`src/rtl/uart_rx_fifo_ctl_pkg.sv`:
```
package uart_rx_fifo_ctl_pkg;

    typedef enum logic [1:0] {
        TRIG_ONE     = 2'b00,
        TRIG_EIGHTH  = 2'b01,
        TRIG_QUARTER = 2'b10,
        TRIG_HALF    = 2'b11
    } trig_e;

    typedef struct packed {
        logic  fifo_en;
        trig_e trig;
    } fifo_cfg_t;

    localparam int CFG_EN_BIT     = 0;
    localparam int CFG_RXFLUSH_BIT = 1;
    localparam int CFG_TXFLUSH_BIT = 2;
    localparam int CFG_TRIG_LSB   = 6;

    function automatic fifo_cfg_t decode_cfg(input logic [7:0] w);
        fifo_cfg_t c;
        c.fifo_en = w[CFG_EN_BIT];
        c.trig    = trig_e'(w[CFG_TRIG_LSB +: 2]);
        return c;
    endfunction

endpackage

```
`src/rtl/uart_fifo_cfg_reg.sv`:
```
module uart_fifo_cfg_reg
    import uart_rx_fifo_ctl_pkg::*;
(
    input  logic      clk,
    input  logic      rst,
    input  logic      cfg_wr,
    input  logic [7:0] cfg_wdata,
    output fifo_cfg_t cfg,
    output logic      rx_flush,
    output logic      tx_flush,
    output logic      rx_flush_wr
);
    logic [2:0] unused_rsvd;
    assign unused_rsvd = cfg_wdata[5:3];

    assign rx_flush_wr = cfg_wr && cfg_wdata[CFG_RXFLUSH_BIT];

    always_ff @(posedge clk) begin
        if (rst) begin
            cfg      <= '0;
            rx_flush <= 1'b0;
            tx_flush <= 1'b0;
        end else begin
            rx_flush <= rx_flush_wr;
            tx_flush <= cfg_wr && cfg_wdata[CFG_TXFLUSH_BIT];
            if (cfg_wr) begin
                cfg <= decode_cfg(cfg_wdata);
            end
        end
    end
endmodule

```
`src/rtl/uart_rx_trigger.sv`:
```
module uart_rx_trigger
    import uart_rx_fifo_ctl_pkg::*;
#(
    parameter int DEPTH = 64,
    parameter int CNT_W = $clog2(DEPTH + 1)
) (
    input  fifo_cfg_t        cfg,
    input  logic [CNT_W-1:0] rx_count,
    input  logic             rda_irq_en,
    input  logic             dma_mode,
    output logic             rx_avail,
    output logic             rx_dma_req
);
    localparam logic [CNT_W-1:0] THR_ONE     = CNT_W'(1);
    localparam logic [CNT_W-1:0] THR_EIGHTH  = CNT_W'(DEPTH / 8);
    localparam logic [CNT_W-1:0] THR_QUARTER = CNT_W'(DEPTH / 4);
    localparam logic [CNT_W-1:0] THR_HALF    = CNT_W'(DEPTH / 2);

    logic [CNT_W-1:0] thr;
    logic             level_met;

    always_comb begin
        if (!cfg.fifo_en) begin
            thr = THR_ONE;
        end else begin
            unique case (cfg.trig)
                TRIG_ONE:     thr = THR_ONE;
                TRIG_EIGHTH:  thr = THR_EIGHTH;
                TRIG_QUARTER: thr = THR_QUARTER;
                TRIG_HALF:    thr = THR_HALF;
                default:      thr = THR_ONE;
            endcase
        end
    end

    assign level_met  = (rx_count >= thr);
    assign rx_avail   = level_met && rda_irq_en;
    assign rx_dma_req = level_met && dma_mode && cfg.fifo_en && (cfg.trig != TRIG_ONE);
endmodule

```
`src/rtl/uart_rx_timeout.sv`:
```
module uart_rx_timeout #(
    parameter int CNT_W         = 7,
    parameter int TIMEOUT_CHARS = 4,
    parameter int IDLE_W        = $clog2(TIMEOUT_CHARS + 1)
) (
    input  logic             clk,
    input  logic             rst,
    input  logic             fifo_en,
    input  logic [CNT_W-1:0] rx_count,
    input  logic             rx_pop,
    input  logic             start_det,
    input  logic             flush_wr,
    input  logic             char_tick,
    output logic             char_timeout
);
    localparam logic [IDLE_W-1:0] IDLE_MAX = IDLE_W'(TIMEOUT_CHARS);

    logic [IDLE_W-1:0] idle_q;
    logic              restart;
    logic              has_data;

    assign has_data = (rx_count != '0);
    assign restart  = rx_pop || start_det || flush_wr || !has_data || !fifo_en;

    always_ff @(posedge clk) begin
        if (rst) begin
            idle_q <= '0;
        end else if (restart) begin
            idle_q <= '0;
        end else if (char_tick && (idle_q != IDLE_MAX)) begin
            idle_q <= idle_q + 1'b1;
        end
    end

    assign char_timeout = fifo_en && has_data && (idle_q == IDLE_MAX);
endmodule

```
`src/rtl/uart_rx_fifo_ctl.sv`:
```
module uart_rx_fifo_ctl
    import uart_rx_fifo_ctl_pkg::*;
#(
    parameter int DEPTH         = 64,
    parameter int TIMEOUT_CHARS = 4,
    parameter int CNT_W         = $clog2(DEPTH + 1)
) (
    input  logic             clk,
    input  logic             rst,
    input  logic             cfg_wr,
    input  logic [7:0]       cfg_wdata,
    input  logic [CNT_W-1:0] rx_count,
    input  logic             rx_pop,
    input  logic             start_det,
    input  logic             char_tick,
    input  logic             rda_irq_en,
    input  logic             dma_mode,
    output logic             fifo_en,
    output logic             rx_flush,
    output logic             tx_flush,
    output logic             rx_avail,
    output logic             rx_dma_req,
    output logic             char_timeout
);
    fifo_cfg_t cfg;
    logic      flush_wr;

    uart_fifo_cfg_reg u_cfg (
        .clk         (clk),
        .rst         (rst),
        .cfg_wr      (cfg_wr),
        .cfg_wdata   (cfg_wdata),
        .cfg         (cfg),
        .rx_flush    (rx_flush),
        .tx_flush    (tx_flush),
        .rx_flush_wr (flush_wr)
    );

    uart_rx_trigger #(.DEPTH(DEPTH), .CNT_W(CNT_W)) u_trig (
        .cfg        (cfg),
        .rx_count   (rx_count),
        .rda_irq_en (rda_irq_en),
        .dma_mode   (dma_mode),
        .rx_avail   (rx_avail),
        .rx_dma_req (rx_dma_req)
    );

    uart_rx_timeout #(.CNT_W(CNT_W), .TIMEOUT_CHARS(TIMEOUT_CHARS)) u_tmo (
        .clk          (clk),
        .rst          (rst),
        .fifo_en      (cfg.fifo_en),
        .rx_count     (rx_count),
        .rx_pop       (rx_pop),
        .start_det    (start_det),
        .flush_wr     (flush_wr),
        .char_tick    (char_tick),
        .char_timeout (char_timeout)
    );

    assign fifo_en = cfg.fifo_en;
endmodule

```
`config.mk`:
```
export PLATFORM = sky130hd
export DESIGN_NAME = uart_rx_fifo_ctl
export DESIGN_NICKNAME = d
export VERILOG_FILES = /design/src/rtl/uart_rx_fifo_ctl_pkg.sv /design/src/rtl/uart_fifo_cfg_reg.sv /design/src/rtl/uart_rx_trigger.sv /design/src/rtl/uart_rx_timeout.sv /design/src/rtl/uart_rx_fifo_ctl.sv
export SDC_FILE = /design/constraint.sdc
export NUM_CORES = 1
export LEC_CHECK = 0
export ABC_AREA = 1
export BUFFER_PORTS_ARGS = -buffer_cell sky130_fd_sc_hd__buf_2
export CAP_MARGIN = 0
export CORE_MARGIN = 2
export CORE_UTILIZATION = 39
export CTS_CLUSTER_DIAMETER = 150
export CTS_CLUSTER_SIZE = 28
export DETAILED_ROUTE_END_ITERATION = 8
export PLACE_DENSITY = 0.75
export SLEW_MARGIN = 5
export SYNTH_ARGS = -nofsm -noshare
export SYNTH_HDL_FRONTEND = slang
export SYNTH_SLANG_ARGS = --single-unit
```
`constraint.sdc`:
```
create_clock -name clk -period 1.08 [get_ports clk]
set_input_delay 0.054 -clock clk [delete_from_list [all_inputs] [get_ports clk]]
set_output_delay 0.054 -clock clk [all_outputs]
set_load 0.05 [all_outputs]
```
# Yosys cells after proc, flatten, opt, wreduce, memory -nomap -nowiden
# Index checks and enable logic that the tools add are counted.
# Widths: inputs -> output; s select.
# word_totals
inputBits,23
out_inout_bits,6
ff_bits,8
elab_cells,33
# op_classes
n_reduce_logical,19
n_eq_ne,5
n_lt_le_gt_ge,1
n_mux,2
n_addsub,1
# op_table
op,n
$pmux 7 s4,1
$logic_and 1x1->1,9
$ge 7x7->1,1
$mux 7,1
$reduce_bool 7->1,1
$eq 2x2->1 const B,2
$logic_or 1x1->1,4
$add 3x1->3 const B,1
$eq 3x3->1 const B,1
$ne 3x3->1 const B,1
$eq 2x1->1 const B,1
$logic_not 1->1,2
$logic_not 2->1,1
$reduce_bool 2->1,1
$reduce_or 2->1,1

# Depth between registers and ports, before layout
# depth
depth_word,7
ltp_mapped,10
mapped_depth_nobuf,10

# Hierarchy
# From an unflattened synthesis, not the netlist that was laid out.
# hier_totals
cells_unflattened,105
area_unflattened_um2,614.3
# modules_own_cells
mod,cells_per_inst,area_each_um2,instances,seq_area_each_um2
uart_rx_timeout,43,242.7,1,60.1
uart_fifo_cfg_reg,27,197.7,1,100.1
uart_rx_trigger,35,173.9,1,0.0

# Worst setup path before layout
# Ideal clock, no wire load.
# synth_path
path_type,register -> output
startpoint,"reg, netlist name u_cfg.cfg[2]"
endpoint,out rx_avail
t_required_ns,1.026
arrival_ns,2.101
stages_incl_launch_ff,10
path_slack_ns,-1.075
path_buffers,1
cell_sequence,dfxtp_1 -> buf_4 -> nand3_1 -> ha_1 -> inv_1 -> nor2_1 -> nand2_1 -> nand2_1 -> nor2_1 -> nor2_1
# synth_via
elab_chain_cells,3
# synth_rtl
item,line,rtl
$mux 7,uart_rx_trigger.sv:23,if (!cfg.fifo_en) begin
$ge 7x7->1,uart_rx_trigger.sv:36,assign level_met = (rx_count >= thr);
$logic_and 1x1->1,uart_rx_trigger.sv:37,assign rx_avail = level_met && rda_irq_en;
"end, declared",uart_rx_fifo_ctl.sv:21,"output logic rx_avail,"
# Every way passes these cells.

# Worst setup path in the final report
# layout_path
startpoint,"reg, netlist name u_cfg.cfg[0]"
endpoint,out rx_avail
# layout_via
elab_chain_cells,5
word_cells_on_any_way,8
cone_classes,1 x order compare; 3 x eq/ne; 2 x mux; 2 x reduce/logical
# layout_rtl
item,line,rtl
"$eq 2x2->1, or another cell as far along",uart_rx_trigger.sv:26,unique case (cfg.trig)
$pmux 7 s4 *,uart_rx_trigger.sv:26,
$mux 7 *,uart_rx_trigger.sv:23,
$ge 7x7->1 *,uart_rx_trigger.sv:36,
$logic_and 1x1->1 *,uart_rx_trigger.sv:37,
# Mark *: on every way between the ends. The rest lies on a longest branch, timed or not. The select of a mux whose other input is x is not followed.

==> run summary <==
- result of the run: finished with violations
- failing checks: setup timing
- portion of the clock cycle consumed by the worst path in the final layout: 160%
- area of the die: 1770 sq um
- number of buffers and inverters on the critical path: 3
- top-area cell type share of the netlist area: 28.4%
- CTS tree: done
- core box area: 1330 sq um
- distinct cell type count after synthesis: 15
- Site Rows: 13
- internal cell power: 578 uW
- area of placed instances: 827 sq um
- Final Util: 77.1%
- gate family responsible for the most delay along the worst path: simple AND/OR/NAND/NOR gates
- clock period minus worst slack: 1720 ps
- number of non-filler instances in the completed layout: 148
- reported net switching power: 249 uW
- vias: 678
- leakage power total: 0.509 nW
- Req. time, crit path: 1030 ps
- combinational share of power: 33.2%
- total placed cells including tap cells: 138
- Worst Max-Slew Pin Slew: 255 ps
- drc violations: 0
- clock sink total: 8
- clock tree root driver cell: sky130_fd_sc_hd__clkbuf_4
- total of max-cap violations: 0
- post-synthesis to final-layout area growth: 82.3%
- clock-pin slew on the worst setup and hold paths: 60 ps
- Hold WC Path Type: in -> reg
- Die Wd: 42.0 microns
- diode count: 0
- startpoint-to-endpoint class of the critical path: reg -> out
- number of detailed-route iterations in the first pass: 4
- gpl congestion: 0.689
- mean cell area of the mapped netlist: 6.13 sq um
- global-route wire length before repair: 2500 microns
- total count of hold-check failures in the final report: 0
- critical path peak fanout: 3
- Num CTS Buffers: 3
- initial antenna violation count: 0
- sequential cell fraction of total power: 38.5%
- kind of end point of the critical path: primary output
- Mapped Area: 564 sq um
- number of buffers inserted by port buffering: 25
- worst slew margin relative to its limit: 83.1%
- number of max-slew violations in the final report: 0
- Sw Share: 30.1%
- kind of launch point of the worst setup path: flop
- crit path max-delay cell type: sky130_fd_sc_hd__dfxtp_4
- sequential area share after synthesis: 28.4%
- Vias/cell: 4.58
- largest buffer count on any clock path: 2
- CTS H-tree lvls: 1
- overall power consumption: 827 uW
- post-DP HPWL: 1050 microns
- starting density of the core: 42.3%
- cell taking the most area after synthesis: sky130_fd_sc_hd__dfxtp_1
- drt wl/cell: 10.5 microns
- Sum Neg Setup Slack: -1480 ps
- relative contribution of the clock network to total power: 28.4%
- largest stage delay on the critical path: 360 ps
- die height: 42.0 microns
- clock network latency to the later pin of the worst-skew pair: 250 ps
- global-route congestion overflow total: 0
- P per Cell Area: 804 nW/um^2
- synthesized instance count: 92
- Layout Skew: 8.22 ps
- net count after synthesis: 121
- largest net degree at the start of global routing: 7
- filler cell count: 98
- setup repair after global routing missed its margin: true
- Post-Route WL: 1550 microns
- cells traversed along the worst timing path: inv_4 -> nand2_4 -> nand2_4 -> ha_4 -> inv_1 -> nand2_1 -> nor2_1 -> nor2_2 -> nor2_4 -> nor2_4 -> buf_6
- worst slack, placed: -502 ps
- arrival time of data at the critical path endpoint: 1670 ps
- achievable frequency: 580 MHz
- antenna violation net count after detailed routing: 0
- number of global-route vias before repair: 657
- synthesized flop and latch total: 8
- smallest setup slack after layout: -643 ps
- Final setup viols: 4
- worst-case vdd ir drop: 0.000574 V
- GRT Util Overall: 18.3%
- Final Instance Area: 1030 sq um
- layout net count: 163
- I/O pin count: 29
- initial drt markers: 10
- fraction of layout cells with a size suffix above 1: 55.6%
- worst hold-check slack: 23.5 ps
- cell types occupying the most area after synthesis: sky130_fd_sc_hd__dfxtp_1, sky130_fd_sc_hd__nand2_1, sky130_fd_sc_hd__ha_1
- number of warning messages in the yosys log: 0
## synthesized netlist by cell type
library cell / n
sky130_fd_sc_hd__nand3_2: 1
sky130_fd_sc_hd__o21bai_1: 1
sky130_fd_sc_hd__buf_4: 1
sky130_fd_sc_hd__a21oi_1: 1
sky130_fd_sc_hd__a211oi_1: 2
sky130_fd_sc_hd__inv_1: 19
sky130_fd_sc_hd__dfxtp_1: 8
sky130_fd_sc_hd__nand4_1: 1
sky130_fd_sc_hd__nor2_1: 18
sky130_fd_sc_hd__ha_1: 6
sky130_fd_sc_hd__nand3_1: 5
sky130_fd_sc_hd__nand2_1: 25
sky130_fd_sc_hd__nand2_2: 1
sky130_fd_sc_hd__nor2_2: 1
sky130_fd_sc_hd__inv_2: 2
## repair_timing
item / 4_1_cts / 5_1_grt
pin swaps: 15 / 10
gates cloned: 0 / 0
hold buffers: 0 / 0
resized for setup: 21 / 18
setup buffers: 5 / 1
endpoints found under the setup margin: 7 / 7
## cells in the final DEF, fill, tap and decap left out, types with 2 or more instances in the layout
cell type	count
sky130_fd_sc_hd__inv_1	14
sky130_fd_sc_hd__nand2_1	20
sky130_fd_sc_hd__nand3_1	2
sky130_fd_sc_hd__nor2_2	3
sky130_fd_sc_hd__dfxtp_1	3
sky130_fd_sc_hd__ha_1	2
sky130_fd_sc_hd__inv_2	5
sky130_fd_sc_hd__nand2_4	4
sky130_fd_sc_hd__a211oi_1	2
sky130_fd_sc_hd__ha_4	4
sky130_fd_sc_hd__buf_6	6
sky130_fd_sc_hd__inv_4	2
sky130_fd_sc_hd__nand3_2	2
sky130_fd_sc_hd__dfxtp_2	3
sky130_fd_sc_hd__nand2_2	2
sky130_fd_sc_hd__nor2_1	12
sky130_fd_sc_hd__nand3_4	2
sky130_fd_sc_hd__nor2_4	4
sky130_fd_sc_hd__clkbuf_4	3
sky130_fd_sc_hd__dfxtp_4	2
sky130_fd_sc_hd__buf_2	21
sky130_fd_sc_hd__buf_4	10
## layout make-up
type                    instances  area (sq um)  share of cell area [%]
multi-input cells              62           465                    45.3
repair buffers                 38           263                    25.5
flip-flops and latches          8           171                    16.7
inverters                      21          83.8                    8.15
clock buffers                   4          26.3                    2.55
well taps                      15          18.8                    1.82
## worst paths after layout
path / from / end / slack (ps) / depth (start not counted)
min: rst / u_cfg.cfg[2]$_SDFFE_PP0P_ / 20 / 2
max: u_cfg.cfg[0]$_SDFFE_PP0P_ / rx_avail / -640 / 11
min reg2reg: u_tmo.idle_q[0]$_SDFFE_PP0P_ / u_tmo.idle_q[0]$_SDFFE_PP0P_ / 590 / 5
max reg2reg: u_tmo.idle_q[1]$_SDFFE_PP0P_ / u_tmo.idle_q[2]$_SDFFE_PP0P_ / 30 / 7
## registers in the layout (all words and copies together), names as in the netlist
register,flops
u_cfg.cfg,3
u_tmo.idle_q,3
u_cfg.rx_flush,1
u_cfg.tx_flush,1
## kinds of logic (layout without fill, tap and decap cells)
group / Yosys count / count (layout) / synth area share [%]
compound gates: 4 / 4 / 4.88
buf+inv: 22 / 63 / 15.3
flops: 8 / 8 / 28.4
simple gates: 52 / 52 / 38.1
fa+ha+maj: 6 / 6 / 13.3
## layer usage
metal | GRT usage (%) | share of wire, % | vias to the layer above
met5 | 0 | 0 | -
met4 | 9.38 | 1.5 | 0
met3 | 3.02 | 4.7 | 4
met2 | 33.1 | 51 | 23
met1 | 20.3 | 43 | 290
li1 | - | - | 361
## power groups by stage
stage / Combinational (mW) / Sequential (mW) / Clock (mW)
global route: 0.299 / 0.319 / 0.278
detailed placement: 0.197 / 0.319 / 0
global placement: 0.192 / 0.318 / 0
finish: 0.274 / 0.318 / 0.234
CTS: 0.237 / 0.315 / 0.244
floorplan: 0.101 / 0.335 / 0
Power figures use the tool's default switching activity.
